--- src/rtl/burst_addr_gen.sv ---
module burst_addr_gen #(
  parameter int AW = 16
) (
  input  logic          clk,
  input  logic          por_n,
  input  logic          adv_n,
  input  logic [AW-1:0] start_addr,
  input  logic          cfg_we,
  input  logic [3:0]    cfg_wdata,
  input  logic          rst_cmd,
  output logic [AW-1:0] array_addr,
  output logic          burst_active,
  output logic          sync_mode
);
  logic          sync_en, nowrap;
  logic [1:0]    len_sel;
  logic [AW-1:0] cnt;
  logic [3:0]    beat;
  logic          act;

  wire           fixed = (len_sel == 2'b01) || (len_sel == 2'b10);
  wire [AW-1:0]  mask  = (len_sel == 2'b10) ? AW'(7) : AW'(3);
  wire [3:0]     last  = (len_sel == 2'b10) ? 4'd8 : 4'd4;
  wire [AW-1:0]  inc   = cnt + 1'b1;
  wire [AW-1:0]  nxt   = (fixed && !nowrap) ? ((cnt & ~mask) | (inc & mask)) : inc;

  always_ff @(posedge clk or negedge por_n) begin
    if (!por_n) begin
      sync_en <= 1'b0;
      nowrap  <= 1'b0;
      len_sel <= 2'b00;
      cnt     <= '0;
      beat    <= '0;
      act     <= 1'b0;
    end else begin
      if (cfg_we) {nowrap, len_sel, sync_en} <= cfg_wdata;
      if (cfg_we && !cfg_wdata[0]) act <= 1'b0;
      else if (rst_cmd) act <= 1'b0;
      else if (sync_en && !adv_n) begin
        cnt  <= start_addr;
        beat <= 4'd1;
        act  <= 1'b1;
      end else if (act) begin
        if (fixed && beat >= last) act <= 1'b0;
        else begin
          cnt  <= nxt;
          beat <= beat + 1'b1;
        end
      end
    end
  end

  assign sync_mode    = sync_en;
  assign burst_active = act;
  assign array_addr   = sync_en ? cnt : start_addr;
endmodule


--- config.mk ---
export PLATFORM = sky130hd
export DESIGN_NAME = burst_addr_gen
export DESIGN_NICKNAME = d
export VERILOG_FILES = /design/src/rtl/burst_addr_gen.sv
export SDC_FILE = /design/constraint.sdc
export NUM_CORES = 1
export LEC_CHECK = 0
export ABC_AREA = 1
export BUFFER_PORTS_ARGS = -buffer_cell sky130_fd_sc_hd__buf_2
export CAP_MARGIN = 40
export CORE_ASPECT_RATIO = 0.9
export CORE_MARGIN = 2
export CORE_UTILIZATION = 55
export DETAILED_ROUTE_END_ITERATION = 10
export PLACE_DENSITY = 0.81
export SKIP_LAST_GASP = 1
export SLEW_MARGIN = 15
export SYNTH_ARGS = -nofsm -noshare
export SYNTH_HDL_FRONTEND = slang
export SYNTH_SLANG_ARGS = --single-unit
--- constraint.sdc ---
create_clock -name clk -period 5.5 [get_ports clk]
set_input_delay 1.375 -clock clk [delete_from_list [all_inputs] [get_ports clk]]
set_output_delay 1.375 -clock clk [all_outputs]
set_load 0.005 [all_outputs]
======== Yosys cells after proc, flatten, opt, wreduce, memory -nomap -nowiden ========
Cells that the tools add are included.
W data, S select, Z words.
storage, ports and cells
  register bits ........................... 25
  input bits .............................. 25
  output and inout bits ................... 18
  logic and storage cells ................. 43
operators by class
  $add $sub $neg .......................... 2
  magnitude comparators ................... 1
  equal/unequal tests ..................... 3
  multiplexer cells ....................... 15
  bitwise operators ....................... 6
  reductions and logical operators ........ 10
operators with widths
  kind                     count
  $mux W16                 5
  $add A16 B1 Y16 const B  1
  $and A16 B16 Y16         1
  $and A16 B3 Y16          1
  $mux W4                  4
  $not A3 Y16              1
  $or A16 B16 Y16          1
  $mux W1                  5
  $add A4 B1 Y4 const B    1
  $ge A4 B4 Y1             1
  $logic_and A1 B1 Y1      4
  $reduce_and A4 Y1        1
  $logic_not A1 Y1         3
  $mux W3                  1
  $eq A2 B1 Y1 const B     1
  $eq A2 B2 Y1 const B     1
  $ne A2 B2 Y1 const B     1
  $not A1 Y1               2
  $reduce_bool A2 Y1       1
  $logic_or A1 B1 Y1       1

======== Longest topological paths before layout ========
Gate-level depths: netlist of run 1.
  depth after elaboration ................. 9
  mapped depth ............................ 14

======== Worst setup path before layout of run 1 ========
Ideal clock, no wire load.
  path type ............................... input port to output port
  start ................................... in start_addr[11]
  end ..................................... out array_addr[11]
  arrival time ............................ 1,574 ps
  path slack .............................. 2,551 ps
  stages on the path ...................... 2
  cells stage by stage .................... inv_1 > o21ai_0
between the ends
  cells in the longest elaborated chain, start to end .. 1
ends and longest elaborated chain
  element             line  RTL
  start: declaration  7     input logic [AW-1:0] start_addr,
  $mux W16            55    assign array_addr = sync_en ? cnt : start_addr;
  end: declaration    11    output logic [AW-1:0] array_addr,
Every way passes these cells.

======== Worst setup path in the final report of run 1 ========
  start ................................... in start_addr[15]
  end ..................................... out array_addr[15]
Same word-level chain as after synthesis.

==> flow_metrics.tcl, run 1 <==
set metrics [dict create \
    synth.distinct_cells 25 \
    worstReg2RegEnd "cnt[12]$_DFFE_PN0P_" \
    grt_max_degree 26 \
    dieArea_um2 4023 \
    power.density_nw_per_um2 346.9 \
    cellLeakagePower_nw 1.210 \
    ir_drop_mv 0.2684 \
    gr-total-overflow 0 \
    track_usage_pct 24.57 \
    synth.ff_latch_count 25 \
    syn_nets 339 \
    cts_root_buf "clkbuf_8" \
    drv_slew 0 \
    post-cts-setup-buffers 0 \
    min-delay-start "nowrap$_DFFE_PN0P_" \
    cts_buffers 3 \
    synthTopCellsByArea "dfrtp_1 32%, nand2_1 25%, o21ai_0 8.0%" \
    fin_worst_skew_ps 7.787 \
    hpwl_mm 3.489 \
    area_growth_pct 13.34 \
    cts.sinks 25 \
    fin_cells 389 \
    wl_per_cell_um 11.57 \
    cp_top_family "buffers and inverters" \
    cp_common_cell "buf_2" \
    worst_pin_slew_ps 553.9 \
    final_core_util_pct 65.15 \
    worstSetupPathType "input pin to primary output" \
    drc 0 \
    required_ps 4120 \
    core_um2 3378 \
    placed_area_um2 2155 \
    grt_pass1_vias 1711 \
    path_cells "buf_2, nand2_1, o21ai_0, buf_2" \
    die_w_um 66.64 \
    ioPinCount 43 \
    layout-drive-gt1-share_pct 18.26 \
    rsz0062_at_grt "no" \
    fmax_mhz 318.3 \
    drtAntennaViolNets 0 \
    setup_tns_ps 0 \
    num_rows 20 \
    yosysTopAreaCell "dfrtp_1" \
    insertion_delay_ps 270 \
    cp.arrival_ps 1770 \
    io_buffers 42 \
    cts_resized 0 \
    postSynthAreaPerCell_um2 6.305 \
    slew_headroom_pct 63.07 \
    synthesis.area_um2 1942 \
    wl_mm 4.502 \
    cts.reportedPaths.clkPinSlew_ps 80 \
    synth_cells 308 \
    cts_max_path_buffers 2 \
    yosysWarnings 0 \
    vias 1974 \
    antenna_cells 0 \
    first_pass_iters 6 \
    antenna_found_initial 0 \
    grt_pass1_wl_mm 7.652 \
    start_kind "input pin" \
    place_inst 385 \
    reg2reg_slack_ps 3240 \
    max_stage_delay_ps 140 \
    critical_path.max_fanout 2 \
    post-route-min-period_ps 3142 \
    fin_nets 377 \
    finalHoldViolations 0 \
    tritoncts "done" \
    ys_seq_area_share_pct 32.22 \
    stdcell_area_um2 2201 \
    setup_violations 0 \
    drtIter0Drc 167 \
    status "finished, final reports clean" \
    maxCapViolCount 0 \
    cts_max_level 1 \
    start_util_pct 57.48 \
    slowest_stage "buf_2" \
    place.gp.congestion 0.8289 \
    synth_top_area_share_pct 32.22 \
    whs_path_depth 1 \
    cp_num_buf_inv 2 \
    fillCellCount 333 \
    layout_worst_path_cycle_share_pct 57.13 \
    hold_path.class "flip-flop to flip-flop" \
    viasPerCell 5.075 \
    cp-end-kind "primary output" \
    whs_endpoint "nowrap$_DFFE_PN0P_" \
    rr_worst_depth 7 \
    r2r-start "sync_mode$_DFFE_PN0P_" \
    die_h_um 60.37 \
    postCtsHoldBufs 0 \
]
==> cells by family after synthesis <==
| group | share of synthesized area (%) |
|---|---|
| XOR/XNOR | 0.9022 |
| multiplexers | 1.160 |
| buffers and inverters | 11.02 |
| AND/OR/NAND/NOR | 40.85 |
| adder cells (fa/ha/maj) | 3.866 |
| flip-flops | 32.22 |
| AO/OA/AOI/OAI | 9.987 |
==> state kept, by name (all words and copies together), names as in the netlist, named ones only <==
register and cells:
burst_active 1, sync_mode 1, cnt 15, len_sel 2, nowrap 1, beat 4
==> report_power, final <==
group / switching (W) / internal [W]
clock: 0.0000573 / 0.0000506
sequential: 0.0000853 / 0.000248
combinational: 0.000186 / 0.000136
total: 0.000329 / 0.000434
==> metrics by stage <==
stage	worst slack, ps	total power [W]	hold slack (ps)
after floorplan	2551	0.0005548	470.7
after global placement	2344	0.0006420	495.3
after detailed placement	2353	0.0006564	497.9
after CTS	2352	0.0007654	517.4
after global routing	2315	0.0008405	523.7
final	2358	0.0007634	514.3
==> worst reg2reg max path, stage by stage, from the launching register on <==
cell and delay [ps]:
dfrtp_1 620, inv_2 270, nor2_2 430, nand2_2 180
nand2_2 250, nand2_2 230, nand2_1 120, nand2_1 60
==> worst max-delay path by stage <==
stage | slack [ps] | cells after the start | end | from
5_1_grt | 2310 | 4 | array_addr[15] | start_addr[15]
2_1_floorplan | 2550 | 2 | array_addr[11] | start_addr[11]
3_3_place_gp | 2340 | 7 | cnt[7]$_DFFE_PN0P_ | adv_n
4_1_cts | 2350 | 4 | array_addr[15] | start_addr[15]
3_5_place_dp | 2350 | 4 | array_addr[15] | start_addr[15]
6_report | 2360 | 4 | array_addr[15] | start_addr[15]
==> synth_stat cells <==
library cell	instances
a21oi_1	2
nor2_2	1
or2_2	2
buf_4	1
nor2_1	19
nand4_1	2
mux2_2	2
nand2_1	130
clkbuf_1	3
buf_6	3
buf_2	3
nand3_2	1
dfrtp_1	25
nor3_1	1
o22ai_1	2
nand3_1	25
ha_1	6
nor2_4	3
o21ai_0	31
inv_2	2
nor3_2	1
a21oi_4	1
inv_1	37
xor2_1	2
nand2_2	3
==> cell usage in the layout (no fill, tap or decap), types with 3 or more instances in the layout <==
cell	count
buf_2	42
clkbuf_8	3
dfrtp_1	25
ha_1	6
inv_1	37
nand2_1	130
nand2_2	3
nand3_1	25
nor2_1	19
nor2_4	3
o21ai_0	31
==> per-layer routing <==
layer	GRT usage [%]	part of all wire, %	vias to the layer above
met5	0	0	-
met4	4.956	0.58	0
met3	4.638	6.4	4
met2	40.29	46	76
met1	34.51	47	864
li1	-	-	1030
==> cell type report <==
type | instances | area [µm²] | area share (%)
tap | 44 | 55.05 | 2.501
inverter | 39 | 146.4 | 6.651
clock buffer | 3 | 41.29 | 1.876
multi-input combinational | 234 | 1102 | 50.09
timing repair buffer | 43 | 225.2 | 10.23
clock inverter | 1 | 5.005 | 0.2274
sequential | 25 | 625.6 | 28.43
Note: power is estimated with default switching activity, not from simulation.
==> run 2, diff against run 1 <==
Settings changed: ABC_AREA 1 to 0, CORE_UTILIZATION 55 to 54, PLACE_DENSITY 0.81 to 0.8.
Clock period 5.5 ns to 3.25 ns, I/O delays scaled along.
==> run 2 against run 1 <==
Effect of this change:
- non-clock buffer count stayed put
- power rose by 48%
- critical endpoint is now cnt[4]$_DFFE_PN0P_
- area after synthesis decreased by 3.7%
- final cell count is 29% lower
- clock-buffer cell count did not move
- highest routed layer unchanged
- cell area shrank 4.8%
- global-route usage shrank 0.73 points
- hold slack worse by 10 ps
- combinational power rose by 28%
- setup slack got worse by 1600 ps
- clock skew is 1.4 ps lower
- utilization decreased by 2.6 points
==> flow_metrics.tcl, run 2 <==
set metrics [dict create \
    viasPerCell 5.942 \
    grt_max_degree 26 \
    synthTopCellsByArea "dfrtp_1 33%, mux2_2 11%, o21ai_2 5.2%" \
    wl_mm 4.259 \
    start_util_pct 55.78 \
    postCtsHoldBufs 0 \
    final_cell_mix "42 x buf_2, 25 x dfrtp_1, 19 x mux2_2, 15 x nand2_1, 14 x nor2_1" \
    fmax_mhz 394.3 \
    yosysMostFrequentCell "dfrtp_1" \
    antenna_cells 0 \
    cp.arrival_ps 2710 \
    maxCapViolCount 0 \
    yosys.area_share.simple_pct 17.46 \
    p_int_w 0.0006876 \
    cp-end-kind "flip-flop" \
    gr-total-overflow 0 \
    worstSetupPathType "flip-flop to flip-flop" \
    antenna_found_initial 0 \
    max_stage_delay_ps 660 \
    synth.distinct_cells 52 \
    drv_slew 0 \
    top_register "cnt" \
    dieArea_um2 3952 \
    switchingPower_w 0.0004401 \
    yosysTopAreaCell "dfrtp_1" \
    synth_top_family_by_area "compound AO/OA/AOI/OAI gates" \
    slowest_stage "a31oi_4" \
    status "finished, final reports clean" \
    tritoncts "done" \
    cts.reportedPaths.clkPinSlew_ps 90 \
    ys_seq_area_share_pct 33.44 \
    synth.ff_latch_count 25 \
    grt_pass1_vias 1522 \
    wl_per_cell_um 15.38 \
    track_usage_pct 23.84 \
    ioPinCount 43 \
    slew_headroom_pct 46.82 \
    yosysWarnings 0 \
    seq_power_share_pct 46.7 \
    drc 0 \
    place.gp.congestion 0.7686 \
    synth-main-ff-cell "dfrtp_1" \
    fin_cells 277 \
    post-cts-setup-buffers 0 \
    p_sw_share_pct 39.03 \
    num_rows 20 \
    whs_ps 504.0 \
    io_buffers 42 \
    final_core_util_pct 62.50 \
    async_flop_share_pct 100.0 \
    layout_worst_path_cycle_share_pct 78.04 \
    setup_violations 0 \
    synth_common_cells "25 x dfrtp_1, 19 x mux2_2, 15 x nand2_1" \
    drtAntennaViolNets 0 \
    place_inst 273 \
    synth_cells 198 \
    layout-drive-gt1-share_pct 39.06 \
    synth_fa_ha_area_share_pct 4.013 \
    power.share.combinational_pct 36.5 \
    cts_buffers 3 \
    final_common_cell "buf_2" \
    area_growth_pct 12.04 \
    synth_compound_area_share_pct 25.42 \
    hpwl_mm 3.056 \
    path_cells "inv_1, ha_1, inv_1, ha_1, nand2_1, a311o_2, a31oi_4, a21oi_1, o22a_2" \
    vias 1646 \
    die_w_um 66.04 \
    finalHoldViolations 0 \
    largest_register_ffs 15 \
    rsz0062_at_grt "no" \
    muxShareOfSynthArea_pct 11.97 \
    start_kind "flip-flop" \
    cts_root_buf "clkbuf_8" \
    die_h_um 59.84 \
    hold_path.class "flip-flop to flip-flop" \
    setup_tns_ps 0 \
    required_ps 3420 \
    worst_pin_slew_ps 797.7 \
    synth_top_area_share_pct 33.44 \
    largest_registers "cnt (15), beat (4), len_sel (2)" \
    synth_edf_count 0 \
    postSynthAreaPerCell_um2 9.447 \
    insertion_delay_ps 270 \
    grt_pass1_wl_mm 7.196 \
    drtIter0Drc 131 \
    core_um2 3353 \
    first_pass_iters 4 \
    clkPwrFrac_pct 16.8 \
    power.density_nw_per_um2 538.1 \
    cts.sinks 25 \
    fin_worst_skew_ps 6.374 \
    critical_path.max_fanout 25 \
    cellLeakagePower_nw 0.9082 \
    post-route-min-period_ps 2536 \
    syn_nets 229 \
    synth_xor_area_share_pct 0.4682 \
    ir_drop_mv 0.3405 \
    cts_resized 0 \
    cts_max_path_buffers 2 \
    synthesis.area_um2 1871 \
    cts_max_level 1 \
    fin_nets 265 \
]
## run 2: cell count changes after synthesis, moves of 4 or more
cell / before / now
o21ai_0: 31 / 12
o21ai_2: 0 / 11
a31oi_1: 0 / 6
nand2_1: 130 / 15
a21oi_1: 2 / 6
mux2_2: 2 / 19
a22oi_1: 0 / 4
o21ai_1: 0 / 6
nand3_1: 25 / 5
nor2_1: 19 / 14
inv_1: 37 / 10
## run 2: layout make-up
| class | count | area, µm² |
|---|---|---|
| Clock buffer | 3 | 41.29 |
| Timing Repair Buffer | 43 | 217.7 |
| Clock inverter | 1 | 5.005 |
| Inverter | 11 | 41.29 |
| Sequential cell | 25 | 625.6 |
| Multi-Input combinational cell | 150 | 1110 |
| Tap cell | 44 | 55.05 |
| Fill cell | 298 | 1257 |
## run 2: metrics by stage
stage          worst slack, ps  instance area [µm²]  power [W]
3_5_place_dp             742.7                 2049  0.0009388
2_1_floorplan             1227                 1871  0.0008122
6_report                 713.7                 2096   0.001128
3_3_place_gp             853.9                 2049  0.0009171
4_1_cts                  717.8                 2096   0.001132
5_1_grt                  551.7                 2096   0.001214
## run 2: routing by layer
metal  vias up  wire length [µm]  part of all wire (%)  track usage, %
met5         -                 0                     0               0
met4         0                40                  0.94           6.122
met3         4               238                   5.6           4.708
met2        51              2025                    48           39.39
met1       782              1955                    46           32.38
li1        809                 -                     -               -
## run 2: worst max-delay path, delay by kind of cell (launching register included)
family / cells / cell delay [ps]
buf+inv: 2 / 140
fa+ha+maj: 2 / 450
simple gates: 1 / 50
flops: 1 / 370
compound gates: 4 / 1420
## run 2: power groups by stage
stage	Sequential, W	Combinational [W]	Clock [W]
after floorplan	0.000473	0.000339	0
after global placement	0.000524	0.000393	0
after detailed placement	0.000528	0.000411	0
after CTS	0.000523	0.000414	0.000195
after global routing	0.000542	0.000466	0.000206
final	0.000526	0.000412	0.000190
## run 2: final timing paths
| kind | from | to | slack [ps] | cells after the start |
|---|---|---|---|---|
| worst max-delay path | len_sel[0]$_DFFE_PN0P_ | cnt[4]$_DFFE_PN0P_ | 710 | 9 |
| worst min-delay path | beat[2]$_DFFE_PN0P_ | beat[2]$_DFFE_PN0P_ | 500 | 1 |
| worst max register to register | len_sel[0]$_DFFE_PN0P_ | cnt[4]$_DFFE_PN0P_ | 710 | 9 |
| worst min register to register | beat[2]$_DFFE_PN0P_ | beat[2]$_DFFE_PN0P_ | 500 | 1 |
| max in group asynchronous | por_n | cnt[14]$_DFFE_PN0P_ | 2320 | 1 |
| min in group asynchronous | por_n | cnt[3]$_DFFE_PN0P_ | 530 | 1 |
## run 2: cells by family (layout without fill, tap and decap cells)
kind of cell | after synthesis | after routing
simple gates | 58 | 58
mux | 20 | 20
xor+xnor | 1 | 1
fa+ha+maj | 6 | 6
flops | 25 | 25
compound gates | 65 | 65
buf+inv | 23 | 58
